--- src/rtl/udma_crc_pkg.sv ---
package udma_crc_pkg;
  localparam int unsigned CRC_W  = 16;
  localparam int unsigned BCNT_W = 4;
  localparam logic [CRC_W-1:0] CRC_POLY = 16'h1021;
  localparam logic [CRC_W-1:0] CRC_SEED = 16'h4ABA;

  typedef logic [CRC_W-1:0]  crc_t;
  typedef logic [BCNT_W-1:0] bcnt_t;
endpackage

--- src/rtl/crc_word_engine.sv ---
module crc_word_engine
  import udma_crc_pkg::*;
#(
  parameter crc_t POLY = CRC_POLY,
  parameter crc_t SEED = CRC_SEED
) (
  input  logic clk_i,
  input  logic rst_ni,
  input  logic seed_i,
  input  logic fold_i,
  input  crc_t word_i,
  output crc_t crc_o
);
  crc_t crc_q;
  crc_t chain [CRC_W+1];

  assign chain[0] = crc_q;

  // one serial shift per stage, bit 0 of the word first
  for (genvar g = 0; g < CRC_W; g++) begin : g_stage
    logic fb;
    assign fb = chain[g][CRC_W-1] ^ word_i[g];
    assign chain[g+1] = {chain[g][CRC_W-2:0], 1'b0} ^ (fb ? POLY : '0);
  end

  always_ff @(posedge clk_i or negedge rst_ni) begin
    if (!rst_ni)     crc_q <= SEED;
    else if (seed_i) crc_q <= SEED;
    else if (fold_i) crc_q <= chain[CRC_W];
  end

  assign crc_o = crc_q;

  a_r2_seed_load: assert property (@(posedge clk_i) disable iff (!rst_ni)
    seed_i |=> crc_q == SEED);
  a_r3_hold_when_idle: assert property (@(posedge clk_i) disable iff (!rst_ni)
    (!seed_i && !fold_i) |=> crc_q == $past(crc_q));
endmodule

--- src/rtl/udma_burst_ctl.sv ---
module udma_burst_ctl
  import udma_crc_pkg::*;
(
  input  logic  clk_i,
  input  logic  rst_ni,
  input  logic  cmd_start_i,
  input  logic  burst_start_i,
  input  logic  word_valid_i,
  input  logic  crc_capture_i,
  output logic  seed_o,
  output logic  fold_o,
  output logic  capture_o,
  output bcnt_t burst_cnt_o
);
  localparam bcnt_t CNT_MAX = '1;

  logic  active_q;
  bcnt_t cnt_q, cnt_base;

  assign seed_o    = burst_start_i;
  assign capture_o = crc_capture_i & active_q & ~burst_start_i;
  assign fold_o    = word_valid_i & active_q & ~burst_start_i & ~crc_capture_i;
  assign cnt_base  = cmd_start_i ? '0 : cnt_q;

  always_ff @(posedge clk_i or negedge rst_ni) begin
    if (!rst_ni) begin
      active_q <= 1'b0;
      cnt_q    <= '0;
    end else begin
      if (burst_start_i)      active_q <= 1'b1;
      else if (crc_capture_i) active_q <= 1'b0;
      if (burst_start_i && cnt_base != CNT_MAX) cnt_q <= cnt_base + 1'b1;
      else                                      cnt_q <= cnt_base;
    end
  end

  assign burst_cnt_o = cnt_q;

  a_r5_capture_closes: assert property (@(posedge clk_i) disable iff (!rst_ni)
    capture_o |=> !active_q);
  a_r7_cnt_saturates: assert property (@(posedge clk_i) disable iff (!rst_ni)
    (cnt_q == CNT_MAX && !cmd_start_i) |=> cnt_q == CNT_MAX);
endmodule

--- src/rtl/crc_check.sv ---
module crc_check
  import udma_crc_pkg::*;
(
  input  logic  clk_i,
  input  logic  rst_ni,
  input  logic  cmd_start_i,
  input  logic  burst_start_i,
  input  logic  capture_i,
  input  crc_t  rx_crc_i,
  input  crc_t  calc_crc_i,
  input  bcnt_t burst_cnt_i,
  output logic  miscompare_o,
  output logic  first_err_o,
  output bcnt_t err_burst_o
);
  logic  mis_q, err_q, mismatch;
  bcnt_t idx_q;

  assign mismatch = rx_crc_i != calc_crc_i;

  always_ff @(posedge clk_i or negedge rst_ni) begin
    if (!rst_ni) begin
      mis_q <= 1'b0;
      err_q <= 1'b0;
      idx_q <= '0;
    end else begin
      if (cmd_start_i || burst_start_i) mis_q <= 1'b0;
      else if (capture_i)               mis_q <= mismatch;
      if (cmd_start_i) begin
        err_q <= 1'b0;
        idx_q <= '0;
      end else if (capture_i && mismatch && !err_q) begin
        err_q <= 1'b1;
        idx_q <= burst_cnt_i;
      end
    end
  end

  assign miscompare_o = mis_q;
  assign first_err_o  = err_q;
  assign err_burst_o  = idx_q;

  a_r6_sticky_holds: assert property (@(posedge clk_i) disable iff (!rst_ni)
    (err_q && !cmd_start_i) |=> err_q);
  a_r7_first_idx_kept: assert property (@(posedge clk_i) disable iff (!rst_ni)
    (err_q && !cmd_start_i) |=> $stable(idx_q));
  a_r8_cmd_clears: assert property (@(posedge clk_i) disable iff (!rst_ni)
    cmd_start_i |=> (!err_q && !mis_q && idx_q == '0));
  a_r5_mis_from_capture: assert property (@(posedge clk_i) disable iff (!rst_ni)
    (!mis_q && !capture_i) |=> !mis_q);
endmodule

--- src/rtl/udma_crc_unit.sv ---
module udma_crc_unit
  import udma_crc_pkg::*;
(
  input  logic        clk_i,
  input  logic        rst_ni,
  input  logic        cmd_start_i,
  input  logic        burst_start_i,
  input  logic        word_valid_i,
  input  logic [15:0] word_i,
  input  logic        crc_capture_i,
  output logic [15:0] crc_o,
  output logic        miscompare_o,
  output logic        first_err_o,
  output logic [3:0]  err_burst_o
);
  logic  seed, fold, capture;
  bcnt_t burst_cnt;
  crc_t  crc;

  udma_burst_ctl u_ctl (
    .clk_i, .rst_ni, .cmd_start_i, .burst_start_i, .word_valid_i, .crc_capture_i,
    .seed_o(seed), .fold_o(fold), .capture_o(capture), .burst_cnt_o(burst_cnt)
  );

  crc_word_engine #(.POLY(CRC_POLY), .SEED(CRC_SEED)) u_engine (
    .clk_i, .rst_ni, .seed_i(seed), .fold_i(fold), .word_i(word_i), .crc_o(crc)
  );

  crc_check u_check (
    .clk_i, .rst_ni, .cmd_start_i, .burst_start_i, .capture_i(capture),
    .rx_crc_i(word_i), .calc_crc_i(crc), .burst_cnt_i(burst_cnt),
    .miscompare_o, .first_err_o, .err_burst_o
  );

  assign crc_o = crc;
endmodule

--- config.mk ---
export PLATFORM = sky130hd
export DESIGN_NAME = udma_crc_unit
export DESIGN_NICKNAME = d
export VERILOG_FILES = /design/src/rtl/udma_crc_pkg.sv /design/src/rtl/crc_word_engine.sv /design/src/rtl/udma_burst_ctl.sv /design/src/rtl/crc_check.sv /design/src/rtl/udma_crc_unit.sv
export SDC_FILE = /design/constraint.sdc
export NUM_CORES = 1
export LEC_CHECK = 0
export CAP_MARGIN = 20
export CORE_UTILIZATION = 45
export CTS_BUF_LIST = sky130_fd_sc_hd__clkbuf_4
export CTS_CLUSTER_DIAMETER = 80
export DETAILED_ROUTE_END_ITERATION = 8
export HOLD_SLACK_MARGIN = 0.12
export PLACE_DENSITY = 0.77
export SYNTH_ARGS = -nofsm -noshare
export SYNTH_HDL_FRONTEND = slang
export SYNTH_SLANG_ARGS = --single-unit
--- constraint.sdc ---
create_clock -name clk_i -period 2.13 [get_ports clk_i]
set_input_delay 0.426 -clock clk_i [delete_from_list [all_inputs] [get_ports clk_i]]
set_output_delay 0.426 -clock clk_i [all_outputs]
set_load 0.01 [all_outputs]
# ---- Word-level counts from Yosys, hierarchy flattened
# Cells that the tools add are included.
dict set report totals {
  latch_bits 0
  register_bits 27
  mem_bits_rw 0
  in_bits 22
  romBits 0
  wordCells 85
  n_memories 0
  out_inout_bits 22
}
dict set report op_classes {
  n_bitwise 39
  order_cmp 0
  div_mod_pow 0
  eq_ne 2
  muxes 28
  shifts 0
  reduce_logical 9
  n_mul 0
  addsub 1
}
# op n
set ops {}
lappend ops {{16-bit bitwise XOR} 16}
lappend ops {{13-bit two-way mux} 16}
lappend ops {{16-bit two-way mux} 2}
lappend ops {{4-bit two-way mux} 4}
lappend ops {{16-bit inequality test} 1}
lappend ops {{1-bit bitwise XOR} 16}
lappend ops {{2-bit nonzero test} 4}
lappend ops {{1-bit two-way mux} 6}
lappend ops {{1-bit bitwise AND} 5}
lappend ops {{4-bit by 1-bit adder with 4-bit output, second input constant} 1}
lappend ops {{4-bit inequality test, second input constant} 1}
lappend ops {{1-bit logical AND} 3}
lappend ops {{1-bit inverter} 2}
lappend ops {{1-bit zero test} 1}
lappend ops {{1-bit logical OR} 1}

# ---- Depth between registers and ports, before layout
dict set report depth {
  ltp_word 50
  depth_mapped 8
  depth_no_buf 7
}

# ---- By module
# A second synthesis with hierarchy kept.
dict set report hier_totals {
  hier_cells 183
  area_unflattened_um2 2010.7
}
# module cells_per_inst area_each_um2 seq_area_each_um2 instances
set modules_own_cells {}
lappend modules_own_cells {crc_word_engine 111 1276.2 410.4 1}
lappend modules_own_cells {crc_check 47 450.4 150.1 1}
lappend modules_own_cells {udma_burst_ctl 25 284.0 125.1 1}

# ---- Least setup slack after synthesis
# OpenSTA, ideal clock, no wires.
dict set report synth_path {
  kind {register -> register}
  from {register u_engine.crc_q[14], in the netlist u_engine.crc_o[14]}
  to {register u_engine.crc_q[7], in the netlist u_engine.crc_o[7]}
  stages_incl_launch_ff 8
  path_buffers 1
  slack_ns -0.082
  arrival_ns 2.139
  t_required_ns 2.057
  synth_period_minus_slack_ns 2.212
  setup_time_ns 0.073
  path_cell_list {dfstp_2 > clkbuf_2 > xor3_2 > xnor3_2 > xnor2_2 > xor2_1 > and3_1 > o21bai_1}
}
dict set report synth_via {
  elab_chain_len 26
}
# item line_no
set synth_lines {}
lappend synth_lines {{start, declared} crc_word_engine.sv:14} ;# crc_t crc_q;
lappend synth_lines {{start signal, assigned} crc_word_engine.sv:29} ;# else if (fold_i) crc_q <= chain[CRC_W];
lappend synth_lines {{16-bit bitwise XOR} crc_word_engine.sv:23} ;# assign chain[g+1] = {chain[g][CRC_W-2:0], 1'b0} ^ (fb ? POLY : '0);
lappend synth_lines {{1-bit bitwise XOR} crc_word_engine.sv:22} ;# assign fb = chain[g][CRC_W-1] ^ word_i[g];
lappend synth_lines {{13-bit two-way mux} crc_word_engine.sv:23}
lappend synth_lines {{16-bit bitwise XOR (4 in series)} crc_word_engine.sv:23}
lappend synth_lines {{1-bit bitwise XOR} crc_word_engine.sv:22}
lappend synth_lines {{13-bit two-way mux} crc_word_engine.sv:23}
lappend synth_lines {{16-bit bitwise XOR (4 in series)} crc_word_engine.sv:23}
lappend synth_lines {{1-bit bitwise XOR} crc_word_engine.sv:22}
lappend synth_lines {{13-bit two-way mux} crc_word_engine.sv:23}
lappend synth_lines {{16-bit bitwise XOR (4 in series)} crc_word_engine.sv:23}
lappend synth_lines {{1-bit bitwise XOR} crc_word_engine.sv:22}
lappend synth_lines {{13-bit two-way mux} crc_word_engine.sv:23}
lappend synth_lines {{16-bit bitwise XOR (3 in series)} crc_word_engine.sv:23}
lappend synth_lines {{16-bit two-way mux} crc_word_engine.sv:29}
lappend synth_lines {{16-bit two-way mux} crc_word_engine.sv:28} ;# else if (seed_i) crc_q <= SEED;
# Every way passes these cells. The select of a mux whose other input is x is not followed.
# A chain may end at the register's enable or synchronous reset.

# ---- Worst setup path after layout
dict set report layout_path {
  from {register u_engine.crc_q[15], in the netlist u_engine.crc_o[15]}
  to {register u_engine.crc_q[5], in the netlist u_engine.crc_o[5]}
}
dict set report layout_via {
  elab_chain_len 24
  word_cells_on_any_way 26
  cone_classes {mux: 6; bitwise: 20}
}
# item line_no
set layout_lines {}
lappend layout_lines {{1-bit bitwise XOR (*)} crc_word_engine.sv:22}
lappend layout_lines {{13-bit two-way mux (*)} crc_word_engine.sv:23}
lappend layout_lines {{16-bit bitwise XOR (*) (4 in series)} crc_word_engine.sv:23}
lappend layout_lines {{1-bit bitwise XOR or 16-bit bitwise XOR (tied branches)} {crc_word_engine.sv:22, crc_word_engine.sv:23}}
lappend layout_lines {{13-bit two-way mux or 16-bit bitwise XOR (tied branches)} crc_word_engine.sv:23}
lappend layout_lines {{16-bit bitwise XOR (*) (11 in series)} crc_word_engine.sv:23}
lappend layout_lines {{1-bit bitwise XOR (*)} crc_word_engine.sv:22}
lappend layout_lines {{13-bit two-way mux (*)} crc_word_engine.sv:23}
lappend layout_lines {{16-bit bitwise XOR (*)} crc_word_engine.sv:23}
lappend layout_lines {{16-bit two-way mux (*)} crc_word_engine.sv:29}
lappend layout_lines {{16-bit two-way mux (*)} crc_word_engine.sv:28}
# Every way passes the cells marked *; elsewhere a longest branch is shown, timed or not. The select of a mux whose other input is x is not followed.

==> metrics.txt <==
CTS root buffer clkbuf_4; worst r2r dst u_engine.crc_o[5]; Port Buffers 43; Slew headroom ~76%; Filler cells 301; Post-route DRC 0; CTS Buffer Depth 2; YS warnings 0; Final HPWL DP about 3600 µm; grt ovf 0; crit path time final around 2.1 ns; RSZ-0062 raised after global routing yes; Yosys reg bits 27; largest net degree at the start of global routing 28; top-area cell type share of the netlist area 24.5%; Fmax achieved approximately 0.48 GHz; Final Wtd Congestion 0.869; Synth Flop Type dfrtp_1; Cell variety after synth 35; height of the die approximately 68 µm; sw power roughly 0.0014 W; CTS tree built; Crit Path Max Fanout 3; antenna-violating nets left 0; final setup vio count 0; clk sink count 27; actual slew at the worst max-slew pin around 0.35 ns; busiest layer in global routing met2; nets roughly 280; HP Class input port to asynchronous set/reset pin; cell with the largest stage delay on the worst path dfrtp_1; clk_lat worst skew 0.35 ns; status finished clean; R2R Path Start u_engine.crc_o[15]; DR WL/cell 15.7 µm; clk_skew approximately 0.015 ns; Initial Util 47.8%; met3 usage in global routing under 10%; crit-path max cell delay between 0.4 and 0.5 ns; FP Rows 23; Hold-fix buffers, CTS 0; max_cap viols 0; die footprint between 0.004 and 0.005 mm²; Layout area overhead 46.7%; synth top area cells dfrtp_1 25%, xnor2_1 18%, dfstp_2 11%; clock network fraction of total power around 7%; io pins 44; gr usage total 23.3%; required time of the critical path 2.43 ns; Critical Path Source u_engine.crc_o[15]; total power about 0.0037 W; first-pass GRT wire length between 7000 and 8000 µm; diodes inserted 0; Critical Path Source Type flip-flop; met1 track demand over resource roughly 31%; Worst path depth 7; FF-to-FF path depth 7; layout cells sized above 1 between 30% and 40%; 1st-pass router iterations 4; Reg2Reg Setup Slack 0.05 ns; DP Cell Count 301; Crit path max-delay family XOR/XNOR gates; leakage power roughly 1.3 nW; async set-reset flop share out of synthesis 100%; Synth Instances roughly 180; worst path arrival time approximately 2.4 ns; vias in the first global route about 1500; Comb pwr share between 70% and 80%; Reg clk slew, reported paths between 0.15 and 0.2 ns; TritonCTS Buffers 3; area leader, netlist dfrtp_1; Seq/Total Area, Yosys between 30% and 40%; Worst Setup EP u_engine.crc_o[5]; grt met2 use 39.6%; pwr dens about 1300 mW/mm²; switching share of power 38.8%; vias about 1600; Int Power 0.00227 W; 1st-iter DRT viols 61; post-synthesis cell area ~0.0019 mm²; number of synthesized flops with an enable pin 0; Buf/Inv on CP 1; Fin. Hold Viols 0; Cell Count, Final, Fillers Out 310; Mapped Nets a little over 200; core area ~0.004 mm²; Worst VDD drop between 0.8 and 0.9 mV; Crit Path Category flip-flop to flip-flop; CP Cell Sequence xnor2_2 > buf_4 > xnor3_1 > xnor3_2 > xor2_1 > o21ai_1 > or3b_1; Clock H-tree levels 1; Reg power frac 20.3%; Synth Area per Inst approximately 11 µm²; Critical Path Sink Type flip-flop; Pins Over Slew Limit 0; Final Cycle Share a little over nine tenths; routed wire length a little under 5000 µm; chip width approximately 68 µm; vias per inst slightly above 5; antenna violations before repair 0
==> cells in the mapped netlist, types with 2 or more instances <==
cell       n
a211o_1    4
a211oi_1   4
a21oi_1    8
and3_1     3
clkbuf_1   7
dfrtp_1   19
dfstp_2    8
inv_1      2
mux2i_1    4
nand2_1    4
nand2b_1   2
nand3_1    2
nand4_1    4
nor2_1    16
nor2b_1    2
nor3_1     3
o21ai_0    5
o21bai_1   2
or3_1      3
xnor2_1   40
xnor2_2    4
xnor3_1    6
xnor3_2    2
xor2_1    13
xor3_2     2
==> power by group through the flow <==
| stage | combinational, W | clock (W) | sequential [W] |
|---|---|---|---|
| after floorplan | 0.00153 | 0 | 0.000784 |
| after global placement | 0.00236 | 0 | 0.000762 |
| after detailed placement | 0.00240 | 0 | 0.000764 |
| after CTS | 0.00253 | 0.000263 | 0.000756 |
| after global routing | 0.00289 | 0.000269 | 0.000767 |
| final | 0.00271 | 0.000253 | 0.000752 |
==> metal layers <==
metal | vias up | wire length, µm
li1 | 774 | -
met1 | 752 | 2220
met2 | 49 | 2380
met3 | 6 | 191
met4 | 0 | 73
met5 | - | 0
==> registers in the layout, summed over array words and instances, names as in the netlist <==
register	cells
u_check.miscompare_o	1
u_check.first_err_o	1
u_ctl.active_q	1
u_check.err_burst_o	4
u_engine.crc_o	16
u_ctl.burst_cnt_o	4
==> worst reg2reg max path, cell delays in order, from the launching register on <==
cell,delay (ns)
dfrtp_1,0.44
xnor2_2,0.23
buf_4,0.15
xnor3_1,0.31
xnor3_2,0.29
xor2_1,0.18
o21ai_1,0.11
or3b_1,0.34
==> worst min-delay path by stage <==
stage | cells after the start | start | slack (ns) | endpoint
after floorplan | 0 | rst_ni | 0.13 | u_check.err_burst_o[0]
after global placement | 1 | u_ctl.active_q | 0.51 | u_ctl.active_q
after detailed placement | 2 | u_check.err_burst_o[0] | 0.51 | u_check.err_burst_o[0]
after CTS | 2 | rst_ni | 0.43 | u_engine.crc_o[8]
after global routing | 2 | rst_ni | 0.45 | u_engine.crc_o[6]
final | 2 | rst_ni | 0.41 | u_engine.crc_o[8]
==> logic make-up (layout without fill, tap and decap cells) <==
logic type | count (synthesis) | in the layout | synth area share, %
muxes | 5 | 5 | 2.65
buffers and inverters | 10 | 91 | 2.00
AOI/OAI and AO/OA | 25 | 25 | 8.33
DFF | 27 | 27 | 35.4
xor gates and xnor gates | 67 | 67 | 39.3
and+or+nand+nor | 44 | 44 | 11.7
adders and majority gates | 1 | 1 | 0.645
==> final cells by class <==
| cell class | count | area [µm²] | share of cell area (%) |
|---|---|---|---|
| timing repair buffer | 85 | 743 | 26.1 |
| multi-input combinational | 142 | 1310 | 46.2 |
| sequential | 27 | 687 | 24.2 |
| tap | 50 | 62.6 | 2.20 |
| clock buffer | 3 | 22.5 | 0.792 |
| clock inverter | 1 | 7.51 | 0.264 |
| inverter | 2 | 7.51 | 0.264 |
==> metrics by stage <==
| stage | utilization (%) | setup slack, ns | TNS [ns] | hold WS (ns) | instance area [µm²] |
|---|---|---|---|---|---|
| after floorplan | - | 0.00422 | 0 | 0.130 | 1950 |
| after global placement | 66.2 | -0.434 | -6.09 | 0.506 | 2690 |
| after detailed placement | 66.2 | -0.481 | -6.89 | 0.515 | 2690 |
| after CTS | 67.9 | 0.0146 | 0 | 0.426 | 2760 |
| after global routing | 70.1 | -0.0628 | -0.0881 | 0.449 | 2840 |
| final | 70.1 | 0.0473 | 0 | 0.410 | 2840 |
==> cells in the final DEF (no fill, tap or decap), drive strengths merged, types with 2 or more instances in the layout <==
cell / netlist / layout
a211o: 4 / 4
dfstp: 8 / 8
nand4: 4 / 4
clkdlybuf4s50: 0 / 38
dfrtp: 19 / 19
xor2: 13 / 13
and3: 3 / 3
xor3: 2 / 2
nor3: 3 / 3
a211oi: 4 / 4
nand2b: 2 / 2
o21bai: 2 / 2
nand2: 4 / 4
nand3: 2 / 2
o21ai: 5 / 5
or3b: 2 / 2
or3: 3 / 3
a21oi: 8 / 8
xnor3: 8 / 8
mux2i: 4 / 4
nor2: 16 / 16
xnor2: 44 / 44
clkbuf: 8 / 3
dlygate4sd2: 0 / 4
inv: 2 / 2
buf: 0 / 42
nor2b: 2 / 2
==> repair_timing <==
action,in CTS,in global routing
endpoints found under the setup margin,9,11
resized for setup,11,11
pin swaps,4,9
buffers inserted,1,4
(Power assumes the default switching activity.)
